<file path="config.mk">
export PLATFORM = sky130hd
export DESIGN_NAME = dbr_next_pc
export DESIGN_NICKNAME = d
export VERILOG_FILES = /design/src/rtl/dbr_pkg.sv /design/src/rtl/dbr_cond_eval.sv /design/src/rtl/dbr_decode.sv /design/src/rtl/dbr_seq.sv /design/src/rtl/dbr_next_pc.sv
export SDC_FILE = /design/constraint.sdc
export NUM_CORES = 1
export LEC_CHECK = 0
export BUFFER_PORTS_ARGS = -buffer_cell sky130_fd_sc_hd__buf_2
export CELL_PAD_IN_SITES_DETAIL_PLACEMENT = 0
export CELL_PAD_IN_SITES_GLOBAL_PLACEMENT = 1
export CORE_ASPECT_RATIO = 1.25
export CORE_UTILIZATION = 35
export DETAILED_ROUTE_END_ITERATION = 10
export GPL_TIMING_DRIVEN = 0
export HOLD_SLACK_MARGIN = 0.06
export PLACE_DENSITY = 0.92
export SLEW_MARGIN = 20
export SYNTH_ARGS = -nofsm -noshare
export SYNTH_HDL_FRONTEND = slang
export SYNTH_SLANG_ARGS = --single-unit
</file>
<file path="constraint.sdc">
create_clock -name clk -period 3.25 [get_ports clk]
set_clock_uncertainty 0.15 [all_clocks]
set_input_delay 0 -clock clk [delete_from_list [all_inputs] [get_ports clk]]
set_output_delay 0 -clock clk [all_outputs]
set_load 0.03 [all_outputs]
</file>
<file path="src/rtl/dbr_pkg.sv">
package dbr_pkg;

    typedef enum logic {
        S_RUN  = 1'b0,
        S_SLOT = 1'b1
    } dbr_state_e;

    // Positive sense of each condition pair; odd codes invert it.
    function automatic logic cond_base(input logic [2:0] pair, input logic [3:0] f);
        logic n, z, v, c;
        n = f[3];
        z = f[2];
        v = f[1];
        c = f[0];
        unique case (pair)
            3'd0:    cond_base = 1'b1;
            3'd1:    cond_base = z;
            3'd2:    cond_base = c;
            3'd3:    cond_base = n;
            3'd4:    cond_base = v;
            3'd5:    cond_base = v ^ n;
            3'd6:    cond_base = (v ^ n) | z;
            default: cond_base = c | z;
        endcase
    endfunction

endpackage

</file>
<file path="src/rtl/dbr_cond_eval.sv">
module dbr_cond_eval #(
    parameter int PAIRS = 8
) (
    input  logic [3:0] nzvc,
    input  logic [3:0] code,
    output logic       pass
);
    localparam int SEL_W = $clog2(PAIRS);

    logic [PAIRS-1:0] base;

    for (genvar g = 0; g < PAIRS; g++) begin : g_pair
        assign base[g] = dbr_pkg::cond_base(SEL_W'(g), nzvc);
    end

    assign pass = base[code[3:1]] ^ code[0];

endmodule

</file>
<file path="src/rtl/dbr_decode.sv">
module dbr_decode #(
    parameter int XLEN = 32,
    parameter int ILEN = 16
) (
    input  logic [ILEN-1:0] instr,
    input  logic [XLEN-1:0] pc,
    input  logic [XLEN-1:0] reg_val,
    input  logic [XLEN-1:0] rp_val,
    output logic            is_br,
    output logic            is_cond,
    output logic            link,
    output logic [XLEN-1:0] target
);
    localparam int REL8_W  = 8;
    localparam int REL11_W = 11;

    logic [XLEN-1:0] seq_pc, off8, off11;
    logic            hit_cond, hit_calli, hit_ind;
    logic [3:0]      sub_op;

    assign seq_pc = pc + XLEN'(2);
    assign off8   = {{(XLEN-REL8_W-1){instr[REL8_W-1]}}, instr[REL8_W-1:0], 1'b0};
    assign off11  = {{(XLEN-REL11_W-1){instr[REL11_W-1]}}, instr[REL11_W-1:0], 1'b0};
    assign sub_op = instr[7:4];

    assign hit_cond  = (instr[15:12] == 4'hF);
    assign hit_calli = (instr[15:11] == 5'b11011);
    assign hit_ind   = (instr[15:8] == 8'h9F) && (sub_op <= 4'd2);

    always_comb begin
        is_br   = hit_cond | hit_calli | hit_ind;
        is_cond = hit_cond;
        link    = 1'b0;
        target  = seq_pc;
        if (hit_cond) begin
            target = seq_pc + off8;
        end else if (hit_calli) begin
            target = seq_pc + off11;
            link   = 1'b1;
        end else if (hit_ind) begin
            unique case (sub_op)
                4'd0:    target = reg_val;
                4'd1: begin
                    target = reg_val;
                    link   = 1'b1;
                end
                default: target = rp_val;
            endcase
        end
    end

    always_comb begin
        assert (!(hit_cond && hit_calli) && !(hit_cond && hit_ind) && !(hit_calli && hit_ind))
            else $error("AST_ONE_CLASS: overlapping branch classes");
    end

endmodule

</file>
<file path="src/rtl/dbr_seq.sv">
module dbr_seq
    import dbr_pkg::*;
#(
    parameter int XLEN = 32
) (
    input  logic            clk,
    input  logic            rst_n,
    input  logic            instr_valid,
    input  logic            is_br,
    input  logic            taken,
    input  logic [XLEN-1:0] target,
    input  logic [XLEN-1:0] pc,
    input  logic            multi_cycle,
    output logic [XLEN-1:0] next_pc,
    output logic            accept,
    output logic            in_slot,
    output logic            illegal
);
    dbr_state_e      state_q, state_d;
    logic [XLEN-1:0] pend_tgt_q;
    logic            pend_take_q;

    always_comb begin
        state_d = state_q;
        unique case (state_q)
            S_RUN:  if (instr_valid && is_br) state_d = S_SLOT;
            S_SLOT: if (instr_valid)          state_d = S_RUN;
            default: state_d = S_RUN;
        endcase
    end

    always_ff @(posedge clk) begin
        if (!rst_n) state_q <= S_RUN;
        else        state_q <= state_d;
    end

    always_ff @(posedge clk) begin
        if (!rst_n) begin
            pend_tgt_q  <= '0;
            pend_take_q <= 1'b0;
        end else if (state_q == S_RUN && instr_valid && is_br) begin
            pend_tgt_q  <= target;
            pend_take_q <= taken;
        end
    end

    always_comb begin
        next_pc = pc;
        accept  = 1'b0;
        illegal = 1'b0;
        in_slot = (state_q == S_SLOT);
        unique case (state_q)
            S_RUN: if (instr_valid) begin
                next_pc = pc + XLEN'(2);
                accept  = is_br;
            end
            S_SLOT: if (instr_valid) begin
                next_pc = pend_take_q ? pend_tgt_q : pc + XLEN'(2);
                illegal = multi_cycle | is_br;
            end
            default: ;
        endcase
    end

    AST_SLOT_AFTER_BRANCH: assert property (@(posedge clk) disable iff (!rst_n)
        (!in_slot && instr_valid && is_br) |=> in_slot);
    AST_SLOT_ONE_INSTR: assert property (@(posedge clk) disable iff (!rst_n)
        (in_slot && instr_valid) |=> !in_slot);
    AST_SLOT_HOLD: assert property (@(posedge clk) disable iff (!rst_n)
        (in_slot && !instr_valid) |=> (in_slot && $stable(pend_tgt_q) && $stable(pend_take_q)));
    AST_ILLEGAL_IN_SLOT: assert property (@(posedge clk) disable iff (!rst_n)
        illegal |-> (in_slot && instr_valid));

endmodule

</file>
<file path="src/rtl/dbr_next_pc.sv">
module dbr_next_pc #(
    parameter int XLEN = 32,
    parameter int ILEN = 16
) (
    input  logic            clk,
    input  logic            rst_n,
    input  logic            instr_valid,
    input  logic [ILEN-1:0] instr,
    input  logic [XLEN-1:0] pc,
    input  logic [3:0]      nzvc,
    input  logic [XLEN-1:0] reg_val,
    input  logic [XLEN-1:0] rp_val,
    input  logic            multi_cycle,
    output logic [XLEN-1:0] next_pc,
    output logic            rp_we,
    output logic [XLEN-1:0] rp_wdata,
    output logic            in_slot,
    output logic            illegal
);
    logic            is_br, is_cond, link, cond_pass, accept;
    logic [XLEN-1:0] target;

    dbr_decode #(.XLEN(XLEN), .ILEN(ILEN)) u_dec (
        .instr   (instr),
        .pc      (pc),
        .reg_val (reg_val),
        .rp_val  (rp_val),
        .is_br   (is_br),
        .is_cond (is_cond),
        .link    (link),
        .target  (target)
    );

    dbr_cond_eval #(.PAIRS(8)) u_cond (
        .nzvc (nzvc),
        .code (instr[11:8]),
        .pass (cond_pass)
    );

    dbr_seq #(.XLEN(XLEN)) u_seq (
        .clk         (clk),
        .rst_n       (rst_n),
        .instr_valid (instr_valid),
        .is_br       (is_br),
        .taken       (is_cond ? cond_pass : 1'b1),
        .target      (target),
        .pc          (pc),
        .multi_cycle (multi_cycle),
        .next_pc     (next_pc),
        .accept      (accept),
        .in_slot     (in_slot),
        .illegal     (illegal)
    );

    assign rp_we    = accept & link;
    assign rp_wdata = pc + XLEN'(4);

    AST_NO_LINK_IN_SLOT: assert property (@(posedge clk) disable iff (!rst_n)
        in_slot |-> !rp_we);
    AST_LINK_NEEDS_VALID: assert property (@(posedge clk) disable iff (!rst_n)
        rp_we |-> instr_valid);
    AST_STALL_PC: assert property (@(posedge clk) disable iff (!rst_n)
        !instr_valid |-> (next_pc == pc));

endmodule

</file>
* After elaboration in Yosys (flattened, before gate mapping)
Cells that the tools add are included.
** Cells by class
- Add/subtract/negate cells :: 4
- $mul :: 0
- Div/mod/pow operators :: 0
- $lt $le $gt $ge :: 2
- Equal/unequal tests :: 4
- Shift operators :: 0
- Multiplexer cells :: 22
- Bitwise operators :: 9
- Reduce and logical (&&, ||, !) cells :: 6
** Operator list (count)
- 2-to-1 mux 32 bit :: 7
- adder 32 bit :: 2
- case mux 32 bit (2 select lines) :: 1
- adder 32 x 2 -> 32 bit, second input constant :: 1
- adder 32 x 3 -> 32 bit, second input constant :: 1
- 2-to-1 mux 1 bit :: 12
- == test 8 bit, second input constant :: 1
- == test 5 bit, second input constant :: 1
- OR 1 bit :: 5
- == test 4 x 1 -> 1 bit, second input constant :: 1
- == test 4 bit, second input constant :: 1
- <= comparator 4 x 2 -> 1 bit, second input constant :: 1
- logical AND 1 bit :: 4
- zero test 4 bit :: 1
- less-than comparator 3 x 4 -> 1 bit, second input constant :: 1
- binary-select mux 1 bit (select 3 bit) :: 1
- case mux 1 bit (2 select lines) :: 1
- OR reduction 2 bit :: 1
- bitwise XOR 1 bit :: 2
- AND 1 bit :: 1
- inverter 1 bit :: 1
** Storage, ports and cells
- Bits in registers :: 34
- Latch bits :: 0
- Memory bits (writable) :: 0
- Bits in read-only memories :: 0
- Input bits :: 120
- Output and inout port bits :: 67
- Word-level logic and storage cells :: 50
- Memories kept :: 0

* Depth between registers and ports, before layout
Gate-level depths: netlist (run 1).
- Depth after elaboration :: 6
- Mapped depth :: 18
- Depth with buffers taken out :: 16

* Hierarchy
A second synthesis (run 1) with hierarchy kept.
** Second synthesis, totals
- Cell total of the unflattened synthesis :: 1198
- Area, all modules :: 7977.7 sq um
** Modules (own cells, without submodules)
- dbr_decode :: instances 1, cells an instance 726, area each 4717.0 sq um, seq. area each 0.0 sq um
- dbr_seq :: instances 1, cells an instance 373, area each 2570.0 sq um, seq. area each 680.7 sq um
- dbr_next_pc :: instances 1, cells an instance 85, area each 593.1 sq um, seq. area each 0.0 sq um
- dbr_cond_eval :: instances 1, cells an instance 14, area each 97.6 sq um, seq. area each 0.0 sq um

* Worst setup path after synthesis (run 1)
Ideal clock, no wire load.
- Path kind :: input to register
- Start :: input port pc[1]
- End :: register u_seq.pend_tgt_q[30]
- Setup time :: 0.070 ns
- Arrival time :: 3.395 ns
- Data required time :: 3.030 ns
- Slack :: -0.365 ns
- Stages on the path :: 18
- Path buffers :: 2
- Cells stage by stage :: ha_1 and4_1 nand4bb_1 clkbuf_1 nor2_2 nand3_1 xnor2_1 ha_1 buf_2 a21o_1 a21oi_1 nor2b_1 a32oi_1 o211ai_1 nor2_1 or4_4 o2111ai_1 a21boi_1
** Between the ends
- Longest elaborated chain between the ends :: 4
- Elaborated cells on any way between the ends :: 6
- Those cells by class :: add/sub (3); mux (3)
** Ends and longest elaborated chain
- from (decl) :: RTL line dbr_next_pc.sv:9 : input logic [XLEN-1:0] pc,
- adder 32 x 2 -> 32 bit (*) :: RTL line dbr_decode.sv:21 : assign seq_pc = pc + XLEN'(2);
- adder 32 bit / 2-to-1 mux 32 bit (equally long branches) :: RTL line dbr_decode.sv:38, dbr_decode.sv:40
- 2-to-1 mux 32 bit :: RTL line dbr_decode.sv:37 : end else if (hit_calli) begin
- 2-to-1 mux 32 bit (*) :: RTL line dbr_decode.sv:35 : if (hit_cond) begin
- to (signal assigned) :: RTL line dbr_seq.sv:42 : pend_tgt_q <= target;
- to (decl) :: RTL line dbr_seq.sv:20 : logic [XLEN-1:0] pend_tgt_q;
Every way passes the cells marked *; elsewhere a longest branch is shown, timed or not.
A chain may end at the register's enable or synchronous reset.

* Worst setup path in the final report (run 1)
- Start :: input port pc[13]
- End :: register u_seq.pend_tgt_q[30]
Same word-level chain as after synthesis.

==> key figures, run 1 <==
Logic synthesis
  – Syn Inst Count: 1068
  – Top cells by count, synth: nand2_1 (179), a21oi_1 (98), nor2_1 (70), o21ai_0 (64), xnor2_1 (63)
  – Leading area contributor after synthesis: ha_1
  – Most used DFF post-synth: dfxtp_1
  – Sequential fraction of the synthesis area: 0.0954
  – Most numerous cell in the Yosys netlist: nand2_1
  – Yosys top cell area share: 0.103
  – Syn Nets: 1248
  – Post-Synthesis Cell Area: 0.00713 mm²
  – Syn Area/Cell: 6.68 µm²
  – Yosys reg bits: 34
  – EDFF count, synth: 0
  – Netlist cell types: 77
  – Synth warnings: 0
  – Share of flip-flops with an asynchronous set or reset: 0
  – Main area contributors after synthesis: ha_1 (10%), dfxtp_1 (9.5%), nand2_1 (9.4%)

Floorplanning
  – Die ar.: 0.0210 mm²
  – Starting Density: 0.356
  – Die H: 162 µm
  – Num rows: 58
  – Die extent in x: 130 µm
  – Core Area: 0.0200 mm²
  – Top-Level Pins: 187

Detailed routing
  – Antenna viol nets, final: 0
  – Drt via density: 5.78
  – Vias: 9218
  – Avg WL per Cell: 19.8 µm
  – Initial DRC Count: 694
  – Drt drc: 0
  – WL final: 31600 µm
  – First-pass iteration count of the detailed router: 7

Final layout
  – NumNets Final: 1503
  – Inserted Diodes: 0
  – Final-layout fill cell count: 1939
  – Synth-to-Final Area Change: 43.9%
  – Final Cell Area: 0.0103 mm²
  – Layout cell share with drive strength beyond 1: 0.307

STA
  – Slew HR: 0.278
  – RSZ-0062 raised after global routing: true
  – Final period utilization: 1.01
  – Minimum clock period: 3280 ps
  – Final Hold Viols: 0
  – WHS: 71.1 ps
  – Final WS setup: -25.3 ps
  – Least-Margin Pin Slew: 1080 ps
  – Fmax: 305 MHz
  – Final Max Slew Viols: 0
  – Setup violators final: 1

Setup path
  – Worst reg-to-reg setup slack: 420 ps
  – Slowest stage delay, CP: 510 ps
  – Crit path arrival time: 3350 ps
  – Slowest-stage cell, CP: or4_4
  – Crit path kind: in2reg
  – Crit path cell chain: buf_4 -> and3_4 -> nor3b_4 -> nand3_4 -> xnor2_4 -> ha_4 -> nand4_1 -> buf_4 -> nor3_4 -> nor2b_1 -> a32oi_1 -> o211ai_1 -> and3_1 -> or4_4 -> o2111ai_2 -> a21boi_2
  – Worst Reg-to-Reg Cells: 7
  – Worst EP required: 3320 ps
  – Setup crit end kind: flop
  – Startpoint Class: input pin
  – Cell repeated most along the worst path: buf_4
  – Launching point of the worst reg2reg path: u_seq.in_slot
  – Worst path top cell family by delay: simple AND/OR/NAND/NOR gates
  – Maximum net fanout on the critical path: 8
  – Worst reg2reg endpoint: u_seq.pend_tgt_q[30]
  – Buf/Inv on CP: 2

Clocking
  – Clock root buffer: clkbuf_16
  – CTS clock-pin slew for the worst setup and hold paths: 60 ps
  – Skew-Pair Late Insertion Delay: 280 ps
  – CTS buffer count: 5
  – CTS tree: yes
  – Clock H-tree levels: 2
  – CTS sink count: 34
  – Worst-case clock buffer depth: 2

Placed design
  – Placed cell area: 0.00842 mm²
  – DP Worst Slack: -1200 ps
  – Routability cong.: 0.957
  – PortBufs: 171
  – DP Wirelength: 24100 µm

Min path
  – Worst hold stages: 5
  – Min-delay src: reg_val[1]
  – Hold/Removal Path Class: in2reg
  – Endpoint of the worst hold path: u_seq.pend_tgt_q[1]

GRT
  – All-Layer GR Usage: 0.295
  – Total congestion overflow: 0
  – First-pass GRT wire length: 47600 µm
  – Antenna violations before repair: 0
  – Largest net degree at the start of global routing: 28
  – Vias in the first global route: 8683

Pwr
  – Total Power: 2380 µW
  – Peak VDD IR: 0.000158 V
  – Leak: 0.00448 µW
  – Power Density: 232 mW/mm²

Job
  – Max-Cap Viols: 0

Status
  – Outcome: complete, but fails checks
  – Failing checks: negative setup slack
## routing by layer
metal / routed length (µm) / vias up / GRT usage
met5: 0 / - / 0
met4: 1290 / 0 / 0.136
met3: 2210 / 79 / 0.0364
met2: 15100 / 442 / 0.492
met1: 13000 / 4302 / 0.376
li1: - / 4395 / -
## layout by cell type, fill, tap and decap left out, types with 9 or more instances in the layout
master         netlist  layout
a21oi_1             98      88
a31oi_1             13      11
nand3_1             55      48
buf_4                2      73
dfxtp_1             34      34
dlygate4sd3_1        0      12
and3_1              17      13
nand4_1             22      22
o21a_1              13      13
buf_2               17     167
o21ai_1             10      10
a21oi_2              0       9
nor2b_1             10      10
mux2_2              10      10
o21ai_0             64      59
a221oi_1            13      10
ha_1                59      39
o22ai_1              9       9
inv_1               22      21
nor2_1              70      59
a21o_1              29      29
xnor2_1             63      52
ha_4                 0      16
mux2i_1             24      24
xor2_1              40      29
o211ai_1            13      13
clkbuf_1            55      46
nand2_1            179     175
nand2b_1             9       9
## cell families (layout without fill, tap and decap cells)
family,after synthesis,in the layout,synth area share
flip-flops,34,34,0.0954
multiplexers,34,34,0.0495
XOR/XNOR,103,103,0.126
buffers and inverters,97,353,0.0551
AND/OR/NAND/NOR,409,409,0.269
AO/OA/AOI/OAI,331,331,0.298
adder cells (fa/ha/maj),60,60,0.106
## how the worst max path moves through the flow
stage                       from              endpoint  slack [ps]  cells past startpoint
after floorplan            pc[2]  u_seq.pend_tgt_q[30]         -70                     18
after global placement     pc[1]  u_seq.pend_tgt_q[29]       -1140                     17
after detailed placement   pc[1]  u_seq.pend_tgt_q[29]       -1200                     17
after CTS                  pc[2]  u_seq.pend_tgt_q[29]         0.4                     18
after global routing       pc[2]  u_seq.pend_tgt_q[29]        -200                     18
final                     pc[13]  u_seq.pend_tgt_q[30]         -30                     16
## worst reg2reg max path: stages, from the launching register on
cell and delay (ps):
dfxtp_1 360, nand2b_1 160, clkbuf_1 300, nor2_1 650, o21ai_0 220, or4_4 600, o2111ai_2 170, a21boi_2 170
## through the flow
step	cells	setup TNS [ps]	utilization
floorplan	1068	-69.3	-
global placement	1509	-13070	0.420
detailed placement	1509	-13460	0.420
CTS	1574	0	0.487
global route	1594	-853	0.513
finish	1594	-25.3	0.513
## final cells by class
class,instances,area [µm²],share of cell area
Buffer,72,364,0.0355
Clock buffer,6,139,0.0135
Clock inverter,2,12.5,0.00122
Inverter,22,82.6,0.00804
Multi-Input combinational cell,937,7070,0.688
Sequential cell,34,681,0.0663
Tap cell,270,338,0.0329
Timing Repair Buffer,251,1590,0.155
## flip-flops by register name (all words and copies together), names as in the netlist
name,cells
u_seq.pend_take_q,1
u_seq.in_slot,1
u_seq.pend_tgt_q,32
## power by group
group          internal (µW)  switching [µW]
registers                430            10.2
clock network            303             188
logic                    592             859
## timing repair
item | in CTS | in global routing
hold endpoints to repair | 6 | 0
pin swaps | 39 | 42
endpoints found under the setup margin | 17 | 21
hold buffers | 12 | 0
gates resized for setup | 116 | 76
buffers inserted | 47 | 21
No activity file was read; power rests on OpenSTA's default activity.
==> inputs of run 2 (changes only) <==
--- a/config.mk
+++ b/config.mk
@@ -9,11 +9,11 @@
 export CELL_PAD_IN_SITES_DETAIL_PLACEMENT = 0
 export CELL_PAD_IN_SITES_GLOBAL_PLACEMENT = 1
 export CORE_ASPECT_RATIO = 1.25
-export CORE_UTILIZATION = 35
+export CORE_UTILIZATION = 41
 export DETAILED_ROUTE_END_ITERATION = 10
 export GPL_TIMING_DRIVEN = 0
 export HOLD_SLACK_MARGIN = 0.06
-export PLACE_DENSITY = 0.92
+export PLACE_DENSITY = 0.95
 export SLEW_MARGIN = 20
 export SYNTH_ARGS = -nofsm -noshare
 export SYNTH_HDL_FRONTEND = slang
==> constraint.sdc (replaced) <==
create_clock -name clk -period 3.9 [get_ports clk]
set_clock_uncertainty 0.15 [all_clocks]
set_input_delay 0 -clock clk [delete_from_list [all_inputs] [get_ports clk]]
set_output_delay 0 -clock clk [all_outputs]
set_load 0.03 [all_outputs]
==> run 2 against run 1 <==
  * The run now ends clean
  * Routed wire length is 7.5% lower
  * Combinational power is 29% lower
  * Worst setup slack better by 210 ps
  * Count of clock-buffer cells in the layout is 1 higher
  * Global-route usage is 2.0 points higher
  * Design area is 14% lower
  * Sequential cell count stayed put
  * Critical path depth is 1 higher
  * Cell count is 6.6% lower
  * Die area is 14% lower
==> key figures, run 2 (synthesis results as in run 1) <==
Status
  – Outcome: complete, no violations

Floorplanning
  – Die extent in x: 120 µm (-7.5%)
  – Num rows: 53 (-8.6%)
  – Starting Density: 0.422 (+0.0657)
  – Core Area: 0.0169 mm² (-16%)
  – Top-Level Pins: 187 (unchanged)
  – Die ar.: 0.0179 mm² (-14%)
  – Die H: 149 µm (-7.5%)

Pwr
  – Peak VDD IR: 0.000173 V (+9.4%)
  – Total Power: 1800 µW (-24%)
  – Power Density: 203 mW/mm² (-13%)
  – Leak: 0.00398 µW (-11%)

Clocking
  – CTS clock-pin slew for the worst setup and hold paths: 50 ps (about the same)
  – CTS tree: yes
  – CTS buffer count: 5 (unchanged)
  – Worst-case clock buffer depth: 2 (unchanged)
  – CTS sink count: 34 (unchanged)
  – Clock H-tree levels: 2 (unchanged)
  – Skew-Pair Late Insertion Delay: 280 ps (about the same)
  – Clock root buffer: clkbuf_16

Detailed routing
  – Avg WL per Cell: 19.6 µm (-0.87%)
  – Vias: 8926 (-3.2%)
  – Drt drc: 0 (unchanged)
  – First-pass iteration count of the detailed router: 6 (-1)
  – WL final: 29200 µm (-7.5%)
  – Antenna viol nets, final: 0 (unchanged)
  – Drt via density: 6.00 (+3.7%)
  – Initial DRC Count: 796 (+15%)

STA
  – Final WS setup: 180 ps (+205 ps)
  – Final Max Slew Viols: 0 (unchanged)
  – Slew HR: 0.265 (-0.0132)
  – Setup violators final: 0 (-1)
  – Fmax: 269 MHz
  – Final period utilization: 0.954
  – Least-Margin Pin Slew: 1090 ps (+19.6 ps)
  – WHS: 55.2 ps (-15.9 ps)
  – Minimum clock period: 3720 ps
  – Final Hold Viols: 0 (unchanged)
  – Fin Setup TNS: 0 ps (+25.3 ps)

Setup path
  – Worst Reg-to-Reg Cells: 7 (unchanged)
  – Crit path launch: pc[1]
  – CP endpoint: u_seq.pend_tgt_q[30]
  – Crit path kind: in2reg
  – Crit path arrival time: 3790 ps (+440 ps)
  – Startpoint Class: input pin
  – Launching point of the worst reg2reg path: u_seq.in_slot
  – Worst EP required: 3970 ps (+650 ps)
  – Maximum net fanout on the critical path: 8 (unchanged)
  – Worst reg-to-reg setup slack: 1150 ps (+730 ps)
  – Worst reg2reg endpoint: u_seq.pend_tgt_q[30]
  – Setup crit end kind: flop

Placed design
  – DP Wirelength: 23200 µm (-3.6%)
  – PortBufs: 171 (unchanged)
  – Routability cong.: 0.984 (+2.8%)
  – DP Worst Slack: -839 ps (+359 ps)

Final layout
  – Largest register by flop count: u_seq.pend_tgt_q
  – Most frequent cells in the layout: buf_2 (187), nand2_1 (179), a21oi_1 (97)
  – Inserted Diodes: 0 (unchanged)
  – NumNets Final: 1447 (-3.7%)
  – Final-layout fill cell count: 1713 (-12%)
  – Largest register FFs: 32 (unchanged)
  – Layout cell share with drive strength beyond 1: 0.210 (-0.0976)
  – Commonest non-fill, non-tap cell in the layout: buf_2
  – Synth-to-Final Area Change: 24.5%

Job
  – Max-Cap Viols: 0 (unchanged)

GRT
  – All-Layer GR Usage: 0.316 (+0.0205)
  – Antenna violations before repair: 0 (unchanged)
  – Met3 GRT Util: 0.0351 (-0.00137)
  – GR peak layer: met2
  – Largest net degree at the start of global routing: 28 (unchanged)
  – Vias in the first global route: 8159 (-6.0%)
  – First-pass GRT wire length: 43900 µm (-7.8%)
  – Total congestion overflow: 0 (unchanged)
  – Met1 Use GR: 0.402 (+0.0261)
  – M2 GR Usage: 0.531 (+0.0390)

Min path
  – Hold/Removal Path Class: in2reg
run 2: report_power, final:
group	switching [µW]	internal, µW
Sequential	7.02	358
Clock	150	253
Combinational	644	389
Total	801	1000
run 2: metal layers:
layer	routed length (µm)	vias up
li1	-	4284
met5	0	-
met4	1210	0
met3	2680	64
met1	11800	4114
met2	13500	464
run 2: what timing repair did:
item                                    CTS  global route
hold buffers                             11             0
setup buffers                             4             6
pin swaps                                 2             9
resized for setup                        21            28
endpoints found under the setup margin    8             9
endpoints found under the hold margin     7             0
run 2: layout make-up:
type	instances	area, µm²	area share
plain buffers	75	314	0.0354
clock buffers	7	143	0.0161
clock inverters	1	5.00	0.000564
inverters	22	82.6	0.00930
multi-input cells	937	6340	0.714
flip-flops and latches	34	681	0.0766
well taps	220	275	0.0310
repair buffers	192	1040	0.117
run 2: worst max-delay path, cell delays in order:
cell and delay, ps:
buf_4 180, ha_4 180, and4_4 250, nand4bb_1 110, buf_2 190, xnor2_1 450, ha_1 330, buf_2 160
a21oi_1 200, o21ai_1 130, a21oi_1 240, nand3_1 130, o211ai_1 250, nor2_1 90, or4_4 520, o2111ai_2 200
a21boi_2 170
run 2: stage by stage:
step | utilization | cell area [µm²] | instances
6_report | 0.525 | 8880 | 1488
5_1_grt | 0.525 | 8880 | 1488
4_1_cts | 0.513 | 8680 | 1482
3_5_place_dp | 0.489 | 8270 | 1459
3_3_place_gp | 0.489 | 8270 | 1459
2_1_floorplan | - | 7130 | 1068
run 2: how the worst min path moves through the flow:
stage / from / endpoint / slack, ps / cells past startpoint
6_report: reg_val[1] / u_seq.pend_tgt_q[1] / 60 / 5
5_1_grt: reg_val[8] / u_seq.pend_tgt_q[8] / 90 / 4
4_1_cts: rp_val[2] / u_seq.pend_tgt_q[2] / 60 / 5
3_5_place_dp: pc[2] / rp_wdata[2] / 190 / 3
3_3_place_gp: pc[2] / rp_wdata[2] / 190 / 3
2_1_floorplan: pc[2] / rp_wdata[2] / -40 / 1
==> inputs of run 3 (changes only) <==
--- a/config.mk
+++ b/config.mk
@@ -9,12 +9,13 @@
 export CELL_PAD_IN_SITES_DETAIL_PLACEMENT = 0
 export CELL_PAD_IN_SITES_GLOBAL_PLACEMENT = 1
 export CORE_ASPECT_RATIO = 1.25
-export CORE_UTILIZATION = 41
+export CORE_UTILIZATION = 42
 export DETAILED_ROUTE_END_ITERATION = 10
 export GPL_TIMING_DRIVEN = 0
 export HOLD_SLACK_MARGIN = 0.06
-export PLACE_DENSITY = 0.95
+export PLACE_DENSITY = 0.91
 export SLEW_MARGIN = 20
 export SYNTH_ARGS = -nofsm -noshare
 export SYNTH_HDL_FRONTEND = slang
+export SYNTH_HIERARCHICAL = 1
 export SYNTH_SLANG_ARGS = --single-unit
==> run 3 against run 2 <==
  * The flow now finishes with violations (design-rule violations)
  * Global-route usage fell by 0.58 points
  * Count of clock-buffer cells in the layout did not move
  * Non-clock buffer count rose by 2
  * Synthesized area rose by 12%
  * Sequential share of layout area fell by 0.63 points
  * Sequential power fell by 1%
  * Largest power group unchanged
==> key figures, run 3 <==
Detailed routing
  – Antenna viol nets, final: 0 (unchanged)
  – WL final: 31800 µm (+8.7%)
  – Avg WL per Cell: 19.4 µm (-1.3%)
  – Drt via density: 6.13 (+2.2%)
  – First-pass iteration count of the detailed router: 10 (+4)
  – Initial DRC Count: 1056 (+33%)
  – Vias: 10000 (+12%)
  – Drt drc: 16 (+16)

Status
  – Failing checks: design-rule violations
  – Outcome: complete, but fails checks

GRT
  – First-pass GRT wire length: 48200 µm (+9.8%)
  – M2 GR Usage: 0.543 (+0.0120)
  – GR peak layer: met2
  – Antenna violations before repair: 0 (unchanged)
  – Vias in the first global route: 8963 (+9.9%)
  – All-Layer GR Usage: 0.310 (-0.00581)
  – Met1 Use GR: 0.389 (-0.0127)
  – Met3 GRT Util: 0.0130 (-0.0220)
  – Total congestion overflow: 0 (unchanged)
  – Largest net degree at the start of global routing: 34 (+21%)

Final layout
  – Largest register FFs: 32 (unchanged)
  – Inserted Diodes: 0 (unchanged)
  – NumNets Final: 1586 (+9.6%)
  – Most frequent cells in the layout: nand2_1 (223), buf_2 (183), a21oi_1 (100)
  – Final-layout fill cell count: 1925 (+12%)
  – Synth-to-Final Area Change: 21.3%
  – Commonest non-fill, non-tap cell in the layout: nand2_1
  – Largest register by flop count: u_seq/pend_tgt_q
  – Layout cell share with drive strength beyond 1: 0.191 (-0.0192)

Clocking
  – CTS buffer count: 5 (unchanged)
  – CTS tree: yes
  – Clock H-tree levels: 2 (unchanged)
  – CTS clock-pin slew for the worst setup and hold paths: 50 ps (about the same)
  – Skew-Pair Late Insertion Delay: 270 ps (about the same)
  – Worst-case clock buffer depth: 2 (unchanged)
  – CTS sink count: 34 (unchanged)
  – Clock root buffer: clkbuf_16

Placed design
  – Routability cong.: 0.989 (+0.57%)
  – PortBufs: 185 (+8.2%)
  – DP Worst Slack: -658 ps (+182 ps)
  – DP Wirelength: 25200 µm (+8.4%)

Floorplanning
  – Die ar.: 0.0196 mm² (+9.0%)
  – Num rows: 56 (+5.7%)
  – Top-Level Pins: 187 (unchanged)
  – Die extent in x: 125 µm (+4.4%)
  – Starting Density: 0.426 (+0.00453)
  – Die H: 156 µm (+4.4%)
  – Core Area: 0.0187 mm² (+11%)

Logic synthesis
  – Syn Nets: 1379 (+10%)
  – Sequential fraction of the synthesis area: 0.0853 (-0.0101)
  – Most used DFF post-synth: dfxtp_1
  – Yosys top cell area share: 0.105 (+0.00192)
  – Synth warnings: 6 (+6)
  – Most numerous cell in the Yosys netlist: nand2_1
  – Share of flip-flops with an asynchronous set or reset: 0 (unchanged)
  – Top cells by count, synth: nand2_1 (224), a21oi_1 (100), nor2_1 (70), xnor2_1 (67), nand3_1 (64)
  – Yosys reg bits: 34 (unchanged)
  – Post-Synthesis Cell Area: 0.00798 mm² (+12%)
  – EDFF count, synth: 0 (unchanged)
  – Syn Area/Cell: 6.66 µm² (-0.31%)
  – Netlist cell types: 90 (+17%)
  – Leading area contributor after synthesis: nand2_1
  – Main area contributors after synthesis: nand2_1 (11%), ha_1 (9.4%), dfxtp_1 (8.5%)
  – Syn Inst Count: 1198 (+12%)

Setup path
  – Setup crit end kind: flop
  – Worst EP required: 3950 ps (-20 ps)
  – Crit path arrival time: 3770 ps (-20 ps)
  – Startpoint Class: input pin
  – Maximum net fanout on the critical path: 11 (+3)
  – Crit path kind: in2reg

STA
  – Fmax: 268 MHz (-0.20%)
  – Final WS setup: 172 ps (-7.56 ps)
  – Minimum clock period: 3730 ps (+7.56 ps)
  – Setup violators final: 0 (unchanged)
  – Final Max Slew Viols: 0 (unchanged)
  – Final period utilization: 0.956 (+0.00194)
  – Least-Margin Pin Slew: 854 ps (-241 ps)
  – Final Hold Viols: 0 (unchanged)
  – Slew HR: 0.431 (+0.166)

Min path
  – Hold/Removal Path Class: in2reg

Pwr
  – Peak VDD IR: 0.000114 V (-34%)
  – Total Power: 1870 µW (+4.0%)
  – Leak: 0.00408 µW (+2.5%)
  – Power Density: 194 mW/mm² (-4.5%)

Job
  – Max-Cap Viols: 0 (unchanged)
run 3: changes by cell type in the layout (fill, tap and decap cells not counted), sizes merged, moves of 11 or more:
| cell | previous run | this run |
|---|---|---|
| nor3 | 11 | 22 |
| nand4 | 22 | 40 |
| nand3 | 56 | 67 |
| a21boi | 7 | 38 |
| nand2 | 180 | 224 |
| mux2i | 24 | 8 |
run 3: area by class of cell:
cell class,instances,area [µm²],share of cell area
clock buffer,7,133,0.0137
buffer,66,265,0.0274
timing repair buffer,203,1090,0.113
inverter,24,90.1,0.00931
multi-input combinational,1071,7090,0.733
sequential,34,681,0.0704
tap,232,290,0.0300
clock inverter,1,30.0,0.00310
run 3: worst paths after layout:
check / start / endpoint / slack, ps / depth (start not counted)
hold reg to reg: u_seq/pend_tgt_q[30] / u_seq/pend_tgt_q[30] / 310 / 2
setup reg to reg: u_seq/in_slot / u_seq/pend_tgt_q[2] / 2010 / 5
setup / recovery: pc[5] / u_seq/pend_tgt_q[29] / 170 / 16
hold / removal: reg_val[5] / u_seq/pend_tgt_q[5] / 100 / 5
run 3: repair_timing:
item / in CTS / in global routing
hold buffers: 7 / 0
resized for setup: 6 / 28
hold endpoints to repair: 7 / 0
setup buffers: 8 / 3
pin swaps: 4 / 7
setup endpoints to repair: 12 / 15
run 3: worst max-delay path, stage by stage:
cell and delay (ps):
clkbuf_4 210, nand4_4 210, nor3_4 350, nand3_1 180, xnor2_2 210, ha_1 290
clkbuf_1 310, nand3_1 250, nor4_4 390, nor2_2 130, o311ai_4 360, a41oi_1 180
xor2_1 170, a22oi_1 270, nand2_1 80, a21boi_0 160
run 3: kinds of logic after synthesis:
family / Yosys count / synth area share
and+or+nand+nor: 515 / 0.327
buffers and inverters: 93 / 0.0458
xor gates and xnor gates: 99 / 0.111
muxes: 9 / 0.0114
DFF: 34 / 0.0853
adders and majority gates: 61 / 0.0966
AOI/OAI and AO/OA: 387 / 0.323
run 3: metal layers:
| metal | vias up | wire [µm] |
|---|---|---|
| li1 | 4863 | - |
| met1 | 4667 | 13500 |
| met2 | 435 | 15200 |
| met3 | 76 | 1650 |
| met4 | 0 | 1380 |
| met5 | - | 0 |
run 3: through the flow:
stage                     hold WS [ps]  setup TNS, ps  std cells   util  instance area (µm²)
after global placement             169          -5550       1615  0.491                 9190
after floorplan                  -40.2              0       1198      -                 7980
after detailed placement           175          -5580       1615  0.491                 9190
after global routing               117          -23.7       1638  0.517                 9670
final                              104              0       1638  0.517                 9670
after CTS                         94.9              0       1638  0.509                 9530
run 3: report_power, final:
part / total, µW / leakage [µW] / switching, µW / internal, µW
sequential: 360 / 0.000275 / 4.59 / 355
clock: 433 / 0.0000781 / 132 / 301
combinational: 1080 / 0.00373 / 679 / 401
total: 1870 / 0.00408 / 816 / 1060
